`config.mk`:
```
export PLATFORM = sky130hd
export DESIGN_NAME = wake_crc_matcher
export DESIGN_NICKNAME = d
export VERILOG_FILES = /design/src/rtl/wkp_pkg.sv /design/src/rtl/wkp_cfg_regs.sv /design/src/rtl/wkp_crc_lane.sv /design/src/rtl/wake_crc_matcher.sv
export SDC_FILE = /design/constraint.sdc
export NUM_CORES = 2
export LEC_CHECK = 0
export ABC_AREA = 1
export CAP_MARGIN = 20
export CORE_ASPECT_RATIO = 1.1
export CORE_UTILIZATION = 50
export CTS_CLUSTER_SIZE = 28
export DETAILED_ROUTE_END_ITERATION = 7
export PLACE_DENSITY_LB_ADDON = 0.1
export SKIP_LAST_GASP = 1
export SYNTH_ARGS = -nofsm -noshare
export SYNTH_HDL_FRONTEND = slang
export SYNTH_SLANG_ARGS = --single-unit
export TNS_END_PERCENT = 100
```
`constraint.sdc`:
```
create_clock -name clk_i -period 4.35 [get_ports clk_i]
set_clock_uncertainty 0.15 [all_clocks]
set_input_delay 0.87 -clock clk_i [delete_from_list [all_inputs] [get_ports clk_i]]
set_output_delay 0.87 -clock clk_i [all_outputs]
set_load 0.01 [all_outputs]
```
`src/rtl/wkp_pkg.sv`:
```
package wkp_pkg;
  parameter int NUM_PAT   = 8;
  parameter int MAX_BYTES = 128;
  parameter int BE_WORDS  = MAX_BYTES / 8;
  parameter int BE_W      = 8 * NUM_PAT;
  parameter int IDX_W     = $clog2(NUM_PAT);
  parameter int CNT_W     = $clog2(MAX_BYTES) + 1;
  parameter int ADDR_W    = 6;
  parameter logic [31:0] CRC_POLY = 32'hEDB88320;
  parameter int A_LEN  = 16;
  parameter int A_CRC  = 24;
  parameter int A_CTRL = 32;

  function automatic logic [31:0] crc32_byte(input logic [31:0] c, input logic [7:0] d);
    logic [31:0] r;
    r = c ^ {24'h0, d};
    for (int k = 0; k < 8; k++) r = r[0] ? ((r >> 1) ^ CRC_POLY) : (r >> 1);
    return r;
  endfunction
endpackage

```
`src/rtl/wkp_cfg_regs.sv`:
```
module wkp_cfg_regs import wkp_pkg::*; (
  input  logic              clk_i,
  input  logic              rst_ni,
  input  logic              wr_en_i,
  input  logic [ADDR_W-1:0] wr_addr_i,
  input  logic [63:0]       wr_data_i,
  output logic [BE_W-1:0]   be_o   [BE_WORDS],
  output logic [CNT_W-1:0]  len_o  [NUM_PAT],
  output logic [31:0]       crc_o  [NUM_PAT],
  output logic              en_o,
  output logic              clr_o
);
  localparam int WA_W = $clog2(BE_WORDS);

  assign clr_o = wr_en_i && (wr_addr_i == ADDR_W'(A_CTRL));

  always_ff @(posedge clk_i or negedge rst_ni) begin
    if (!rst_ni) begin
      for (int w = 0; w < BE_WORDS; w++) be_o[w] <= '0;
      for (int p = 0; p < NUM_PAT; p++) begin
        len_o[p] <= '0;
        crc_o[p] <= '0;
      end
      en_o <= 1'b0;
    end else if (wr_en_i) begin
      if (wr_addr_i < ADDR_W'(BE_WORDS))
        be_o[wr_addr_i[WA_W-1:0]] <= wr_data_i[BE_W-1:0];
      else if (wr_addr_i >= ADDR_W'(A_LEN) && wr_addr_i < ADDR_W'(A_LEN + NUM_PAT))
        len_o[wr_addr_i[IDX_W-1:0]] <= wr_data_i[CNT_W-1:0];
      else if (wr_addr_i >= ADDR_W'(A_CRC) && wr_addr_i < ADDR_W'(A_CRC + NUM_PAT))
        crc_o[wr_addr_i[IDX_W-1:0]] <= wr_data_i[31:0];
      else if (clr_o)
        en_o <= wr_data_i[0];
    end
  end
endmodule

```
`src/rtl/wkp_crc_lane.sv`:
```
module wkp_crc_lane import wkp_pkg::*; (
  input  logic             clk_i,
  input  logic             rst_ni,
  input  logic             valid_i,
  input  logic             sof_i,
  input  logic             eof_i,
  input  logic [7:0]       data_i,
  input  logic             en_bit_i,
  input  logic [CNT_W-1:0] offset_i,
  input  logic [CNT_W-1:0] len_i,
  input  logic [31:0]      exp_i,
  output logic             hit_o
);
  logic [31:0]      crc_q, crc_base, crc_nxt;
  logic [CNT_W-1:0] len_eff, len_up, span;
  logic             in_span, done;

  assign len_eff  = (len_i > CNT_W'(MAX_BYTES)) ? CNT_W'(MAX_BYTES) : len_i;
  assign len_up   = len_eff + CNT_W'(7);
  assign span     = {len_up[CNT_W-1:3], 3'b000};
  assign in_span  = offset_i < span;
  assign done     = ({1'b0, offset_i} + 1'b1) >= {1'b0, span};
  assign crc_base = sof_i ? 32'hFFFF_FFFF : crc_q;
  assign crc_nxt  = in_span ? crc32_byte(crc_base, en_bit_i ? data_i : 8'h00) : crc_base;
  assign hit_o    = valid_i && eof_i && (len_i != '0) && done && (~crc_nxt == exp_i);

  always_ff @(posedge clk_i or negedge rst_ni) begin
    if (!rst_ni)      crc_q <= 32'hFFFF_FFFF;
    else if (valid_i) crc_q <= crc_nxt;
  end
endmodule

```
`src/rtl/wake_crc_matcher.sv`:
```
module wake_crc_matcher import wkp_pkg::*; (
  input  logic        clk_i,
  input  logic        rst_ni,
  input  logic        valid_i,
  input  logic        sof_i,
  input  logic        eof_i,
  input  logic [7:0]  data_i,
  input  logic        wr_en_i,
  input  logic [5:0]  wr_addr_i,
  input  logic [63:0] wr_data_i,
  output logic        wake_o,
  output logic [2:0]  wake_idx_o
);
  localparam int WA_W = $clog2(BE_WORDS);

  logic [BE_W-1:0]  be   [BE_WORDS];
  logic [CNT_W-1:0] len  [NUM_PAT];
  logic [31:0]      crc  [NUM_PAT];
  logic             en_q, clr;
  logic [CNT_W-1:0] cnt_q, off;
  logic [BE_W-1:0]  be_word;
  logic             in_range;
  logic [NUM_PAT-1:0] hit;
  logic             any_hit;
  logic [IDX_W-1:0] hit_idx;

  wkp_cfg_regs u_cfg (
    .clk_i, .rst_ni, .wr_en_i, .wr_addr_i, .wr_data_i,
    .be_o(be), .len_o(len), .crc_o(crc), .en_o(en_q), .clr_o(clr)
  );

  assign off      = sof_i ? '0 : cnt_q;
  assign in_range = off < CNT_W'(MAX_BYTES);
  assign be_word  = in_range ? be[off[WA_W+2:3]] : '0;

  always_ff @(posedge clk_i or negedge rst_ni) begin
    if (!rst_ni)      cnt_q <= '0;
    else if (valid_i) cnt_q <= in_range ? off + 1'b1 : CNT_W'(MAX_BYTES);
  end

  for (genvar p = 0; p < NUM_PAT; p++) begin : g_lane
    localparam logic [IDX_W-1:0] PI = IDX_W'(p);
    wkp_crc_lane u_lane (
      .clk_i, .rst_ni, .valid_i, .sof_i, .eof_i, .data_i,
      .en_bit_i(be_word[{~off[2:0], PI}]),
      .offset_i(off), .len_i(len[p]), .exp_i(crc[p]),
      .hit_o(hit[p])
    );
  end

  always_comb begin
    any_hit = 1'b0;
    hit_idx = '0;
    for (int p = NUM_PAT - 1; p >= 0; p--) begin
      if (hit[p]) begin
        any_hit = 1'b1;
        hit_idx = IDX_W'(p);
      end
    end
  end

  always_ff @(posedge clk_i or negedge rst_ni) begin
    if (!rst_ni) begin
      wake_o     <= 1'b0;
      wake_idx_o <= '0;
    end else if (en_q && any_hit && (!wake_o || clr)) begin
      wake_o     <= 1'b1;
      wake_idx_o <= hit_idx;
    end else if (clr) begin
      wake_o <= 1'b0;
    end
  end
endmodule

```
# == Yosys cells after proc, flatten, opt, wreduce, memory -nomap -nowiden ==
# Index checks and enable logic that the tools add are counted.
# op_classes
add_sub_neg,10
magnitude_cmp,43
n_eq_ne,9
n_mux,145
bitwise,87
reduce_logical,47
# op_table
cell,n
2-to-1 mux 32 bit,81
bitwise mux 1024 bit,1
NOT 13 -> 14 bit,64
binary-select mux 64 bit (select 4 bit),1
bitwise mux 256 bit,1
demux 64 bit (select 4 bit),1
== test 32 bit,8
2-to-1 mux 64 bit,4
NOT 32 bit,8
XOR 32 x 8 -> 32 bit,8
2-to-1 mux 8 bit,19
demux 32 bit (select 3 bit),1
>= comparator 9 x 8 -> 1 bit,8
adder 8 x 3 -> 8 bit (second input constant),8
bitwise mux 64 bit,1
greater-than comparator 8 bit (second input constant),8
less-than comparator 8 bit,8
nonzero test 8 bit,8
less-than comparator 6 x 7 -> 1 bit (second input constant),8
logical AND 1 bit,32
binary-select mux 1 bit (select 3 bit),8
demux 8 bit (select 3 bit),1
2-to-1 mux 3 bit,8
2-to-1 mux 1 bit,18
other kinds (22),28
# word_totals
register_bits,1613
out_inout_bits,4
word_cells,385

# == Logic depth before layout (Yosys ltp) ==
# logic_depth
ltp_word,41
ltp_mapped,40
mapped_depth_nobuf,37

# == Modules after synthesis ==
# A second synthesis with hierarchy kept.
# unflattened
hier_cells,14183
area_unflattened_um2,97689.9
# by_module_without_submodules
module,instances,cells_per_inst,area_per_inst_um2
wkp_cfg_regs,1,6004,53137.2
wkp_crc_lane,8,710,4161.5
wake_crc_matcher,1,2499,11260.8

# == Least setup slack after synthesis ==
# No wires, ideal clock.
# synth_path
path_type,input to register
start,in sof_i
end,reg wake_idx_o[2]
setup_time_ns,0.123
t_arrival_ns,4.394
required_ns,4.077
slack_ns,-0.317
path_stages,28
path_buffers,2
path_cell_list,buf_4 > nor2_2 > clkbuf_1 > ha_1 > nand2_1 > nor2_1 > nand3_1 > xor2_1 > ha_1 > nand2_1 > o21ai_0 > a221oi_1 > a211oi_1 > nand2_1 > nor2_1 > nand2_1 > nor2_1 > nand2_1 > nor2_1 > nand3_1 > nor3_1 > nand2_1 > nand2_1 > nor2_1 > nand2_2 > nand3_1 > nand2_1 > o21ai_1
# synth_via
elab_chain_cells,37
elab_cells_between_ends,251
classes_between,add/sub: 1; order compare: 17; eq/ne: 8; mux: 125; bitwise: 82; reduce/logical: 18
# synth_lines
element,line_no,source
start: declaration,wake_crc_matcher.sv:5,"input logic sof_i,"
2-to-1 mux 8 bit,wake_crc_matcher.sv:32,assign off = sof_i ? '0 : cnt_q;
NOT 4 -> 5 bit (not written as such),wake_crc_matcher.sv:34,assign be_word = in_range ? be[off[WA_W+2:3]] : '0;
binary-select mux 64 bit (select 4 bit),wake_crc_matcher.sv:34,
2-to-1 mux 64 bit (not written as such) (2 in a row),wake_crc_matcher.sv:34,
2-to-1 mux 64 bit,wake_crc_matcher.sv:34,
binary-select mux 1 bit (select 3 bit),wake_crc_matcher.sv:45,".en_bit_i(be_word[{~off[2:0], PI}]),"
2-to-1 mux 1 bit (not written as such),wake_crc_matcher.sv:45,
2-to-1 mux 8 bit,wkp_crc_lane.sv:24,"assign crc_nxt = in_span ? crc32_byte(crc_base, en_bit_i ? data_i : 8'h00) : crc_base;"
(+12 left out),-,
NOT 13 -> 14 bit (no line),-,
2-to-1 mux 32 bit,wkp_pkg.sv:17,for (int k = 0; k < 8; k++) r = r[0] ? ((r >> 1) ^ CRC_POLY) : (r >> 1);
2-to-1 mux 32 bit,wkp_crc_lane.sv:24,
NOT 32 bit,wkp_crc_lane.sv:25,assign hit_o = valid_i && eof_i && (len_i != '0) && done && (~crc_nxt == exp_i);
== test 32 bit,wkp_crc_lane.sv:25,
logical AND 1 bit,wkp_crc_lane.sv:25,
2-to-1 mux 1 bit (8 in a row),wake_crc_matcher.sv:55,if (hit[p]) begin
logical AND 1 bit (2 in a row),wake_crc_matcher.sv:66,end else if (en_q && any_hit && (!wake_o || clr)) begin
end signal: assignment,wake_crc_matcher.sv:68,wake_idx_o <= hit_idx;
end: declaration,wake_crc_matcher.sv:12,output logic [2:0] wake_idx_o
# Several ways; a longest one is shown, not always the timed one. The select of a mux whose other input is x is not followed.
# A chain may end at the register's enable or synchronous reset.

# == Worst setup path in the final report ==
# layout_path
start,reg cnt_q[3]
end,reg wake_idx_o[2]
# layout_via
elab_chain_cells,37
elab_cells_between_ends,242
classes_between,add/sub: 1; order compare: 17; eq/ne: 8; mux: 117; bitwise: 81; reduce/logical: 18
# layout_lines
element,line_no,source
start: declaration,wake_crc_matcher.sv:20,"logic [CNT_W-1:0] cnt_q, off;"
start signal: assignment,wake_crc_matcher.sv:38,else if (valid_i) cnt_q <= in_range ? off + 1'b1 : CNT_W'(MAX_BYTES);
2-to-1 mux 8 bit *,wake_crc_matcher.sv:32,
NOT 4 -> 5 bit (not written as such),wake_crc_matcher.sv:34,
binary-select mux 64 bit (select 4 bit),wake_crc_matcher.sv:34,
2-to-1 mux 64 bit (not written as such) (2 in a row),wake_crc_matcher.sv:34,
2-to-1 mux 64 bit,wake_crc_matcher.sv:34,
binary-select mux 1 bit (select 3 bit),wake_crc_matcher.sv:45,
2-to-1 mux 1 bit (not written as such),wake_crc_matcher.sv:45,
2-to-1 mux 8 bit,wkp_crc_lane.sv:24,
(+12 left out),-,
NOT 13 -> 14 bit (no line),-,
2-to-1 mux 32 bit,wkp_pkg.sv:17,
2-to-1 mux 32 bit,wkp_crc_lane.sv:24,
NOT 32 bit,wkp_crc_lane.sv:25,
== test 32 bit,wkp_crc_lane.sv:25,
logical AND 1 bit,wkp_crc_lane.sv:25,
2-to-1 mux 1 bit (8 in a row),wake_crc_matcher.sv:55,
logical AND 1 bit (2 in a row),wake_crc_matcher.sv:66,
# Every way passes the cells marked *; elsewhere a longest branch is shown, timed or not. The select of a mux whose other input is x is not followed.

==> flow_summary.json <==
{
  "outcome": "finished with violations",
  "violations": "setup timing",
  "first_pass_iters": 7,
  "dp_hpwl_mm": 220,
  "yosysMostFrequentCell": "nand2_1",
  "power.share.clock_pct": 25.4,
  "num-fill-cells": 16144,
  "grt_max_degree": 147,
  "initial_core_util_pct": 50.4,
  "synth_commonest_cells": "nand2_1, nand3_1, o21ai_0",
  "holdCritPathClass": "reg2reg",
  "r2r_end": "wake_idx_o[2]",
  "setup_slack_ps": -566,
  "max_freq_mhz": 203,
  "synth_area_mm2": 0.0906,
  "drv_cap": 0,
  "grt_use_total_pct": 37.1,
  "crit_required_ps": 4950,
  "numCtsBuffers": 176,
  "leakagePower_nw": 55.7,
  "hold_violations": 0,
  "io_buffers": 87,
  "wl_per_cell_um": 20.9,
  "vias_per_cell": 5.68,
  "grt_pass1_wl_mm": 525,
  "finish.utilization_pct": 63.6,
  "regArea_mm2": 0.0407,
  "cts_tree": "built",
  "r2r_start": "cnt_q[3]",
  "synth_top_area_cell": "dfrtp_1",
  "cts.path.max_buffers": 3,
  "whs_path_depth": 2,
  "globalplace.congestion": 0.981,
  "p_seq_share_pct": 31.2,
  "cp.arrival_ps": 5510,
  "holdWs_ps": 315,
  "synth_nets": 13051,
  "rr_worst_depth": 37,
  "hold_end": "g_lane[2].u_lane.crc_q[30]",
  "place_ws_ps": -1720,
  "ir_drop_mv": 0.508,
  "p_per_area_mw_per_mm2": 568,
  "synth_edf_count": 0,
  "htreeDepth": 4,
  "worst_pin_slew_ps": 1220,
  "path_common_cell": "nand2_1",
  "grt_pass1_vias": 88694,
  "synth_top_area_share_pct": 37.5,
  "crit_fanout": 9,
  "overflow": 0,
  "ant_nets": 0,
  "p_comb_share_pct": 43.4,
  "syn_avg_cell_area_um2": 7.02,
  "hp-start": "g_lane[2].u_lane.crc_q[30]",
  "finalSetupViolCount": 4,
  "synth-warning-count": 0,
  "wl_mm": 345,
  "synthArstFlopShare_pct": 100,
  "ys_seq_area_share_pct": 44.9,
  "synth.area.top_cells": "dfrtp_1, nand2_1, nand3_1",
  "slew_headroom_pct": 18.9,
  "io_pins": 88,
  "timing.final.crit_share_pct": 113,
  "via_count": 93530,
  "slew_violations": 0,
  "numClockSinks": 1613,
  "final_net_count": 14087,
  "multiInputGateArea_mm2": 0.0461,
  "clk_latency_ps": 870,
  "drtIter0Drc": 9275,
  "synth.distinct_cells": 45,
  "core_mm2": 0.180,
  "crit_type": "reg2reg",
  "fp.dieH_um": 448,
  "r2r_setup_slack_ps": -570,
  "die_area_mm2": 0.183,
  "netlist_instances": 12892,
  "p_sw_w": 0.0248,
  "worstSetupEndpointType": "flip-flop",
  "cpMaxStageDelayCell": "dfrtp_4",
  "rsz0062_at_grt": "true",
  "rows": 163,
  "period_needed_ps": 4920,
  "layout-drive-gt1-share_pct": 18.9,
  "intPower_w": 0.0401,
  "drcViolationCount": 0,
  "clkTransAtPathRegs_ps": 70,
  "critPathMaxStageDelay_ps": 540,
  "start_kind": "flip-flop",
  "syn_to_final_growth_pct": 26.1,
  "synth_seq_cells": 1613,
  "die_width_um": 408,
  "sw_frac_of_total_pct": 38.2,
  "cts-root-buf": "clkbuf_16",
  "synth_ff_type": "dfrtp_1",
  "grt_antenna_before_repair": 21
}
[worst max path at each step]
stage,start,endpoint,depth (start not counted)
3_3_place_gp,sof_i,wake_idx_o[2],38
6_report,cnt_q[3],wake_idx_o[2],37
4_1_cts,cnt_q[3],wake_idx_o[2],39
3_5_place_dp,sof_i,wake_idx_o[2],38
5_1_grt,u_cfg.len_o[0],wake_idx_o[0],38
2_1_floorplan,sof_i,wake_idx_o[2],25
[state kept, by name (all words and copies together), names as in the netlist]
signal	cells
u_cfg.en_o	1
u_cfg.len_o	64
cnt_q	8
wake_o	1
g_lane.u_lane.crc_q	256
u_cfg.crc_o	256
wake_idx_o	3
u_cfg.be_o	1024
[cell type report]
cell class	count	area share [%]
antenna	16	0.0351
clock inverter	79	1.11
timing repair buffer	1674	13.7
tap	2392	2.62
inverter	620	2.08
multi-input combinational	9843	40.4
sequential	1613	35.6
clock buffer	243	4.42
[critical path, delay by kind of cell (launching register included)]
kind / cells / cell delay (ps)
buffers and inverters: 7 / 1080
AO/OA/AOI/OAI: 1 / 60
AND/OR/NAND/NOR: 29 / 2930
flip-flops: 1 / 540
[metrics by stage]
step                      cells  TNS, ps  power (W)  instance area (um^2)
after global placement    16039   -21750     0.0460                104000
after detailed placement  16039   -30520     0.0466                104000
after floorplan           12892        0     0.0347                 90600
after CTS                 16415    -2010     0.0639                112000
final                     16480    -2080     0.0649                114000
after global routing      16470    -3250     0.0691                114000
[what timing repair did]
action | in CTS | in global routing
gates resized for setup | 234 | 313
pin swaps | 50 | 99
endpoints found under the setup margin | 5 | 23
cloned | 12 | 16
hold endpoints to repair | 56 | 0
hold buffers | 1 | 0
buffers inserted | 41 | 36
[kinds of logic after synthesis]
| group | synth area share, % |
|---|---|
| adder cells (fa/ha/maj) | 1.04 |
| AO/OA/AOI/OAI | 10.1 |
| flip-flops | 44.9 |
| AND/OR/NAND/NOR | 36.1 |
| buffers and inverters | 6.61 |
| XOR/XNOR | 1.24 |
[power by group through the flow]
stage          clock (W)  sequential [W]  combinational (W)
2_1_floorplan          0          0.0200             0.0148
6_report          0.0165          0.0203             0.0282
4_1_cts           0.0166          0.0202             0.0270
3_5_place_dp           0          0.0204             0.0261
5_1_grt           0.0172          0.0206             0.0312
3_3_place_gp           0          0.0203             0.0257
[layout by cell type, fill, tap and decap left out, types with 8 or more instances in the layout]
cell type and instances:
a21o_1 10, a21oi_1 38, a31oi_1 89, buf_12 163, buf_16 11, buf_4 1346
buf_6 39, bufbuf_16 8, bufinv_16 26, clkbuf_1 33, clkbuf_16 196, clkbuf_8 29
clkdlybuf4s50_1 84, clkinv_2 29, clkinvlp_4 8, dfrtp_1 1355, dfstp_2 256, diode_2 16
ha_1 74, inv_1 575, inv_2 27, nand2_1 4932, nand2_2 184, nand2_4 60
nand2_8 10, nand3_1 1832, nand3_2 99, nand3_4 21, nand3b_1 79, nand4_1 35
nor2_1 520, nor2_2 37, nor2_4 19, nor3_2 11, o21ai_0 1575, o21ai_1 20
xnor2_1 17, xor2_1 93, xor2_2 9
[routing by layer]
layer / track usage (%) / wire length [um] / vias up
met5: 0 / 55 / -
met4: 20.0 / 19300 / 8
met3: 5.70 / 27300 / 860
met2: 60.6 / 160000 / 3914
met1: 47.6 / 138000 / 44830
li1: - / - / 43918
(Power assumes the default switching activity.)
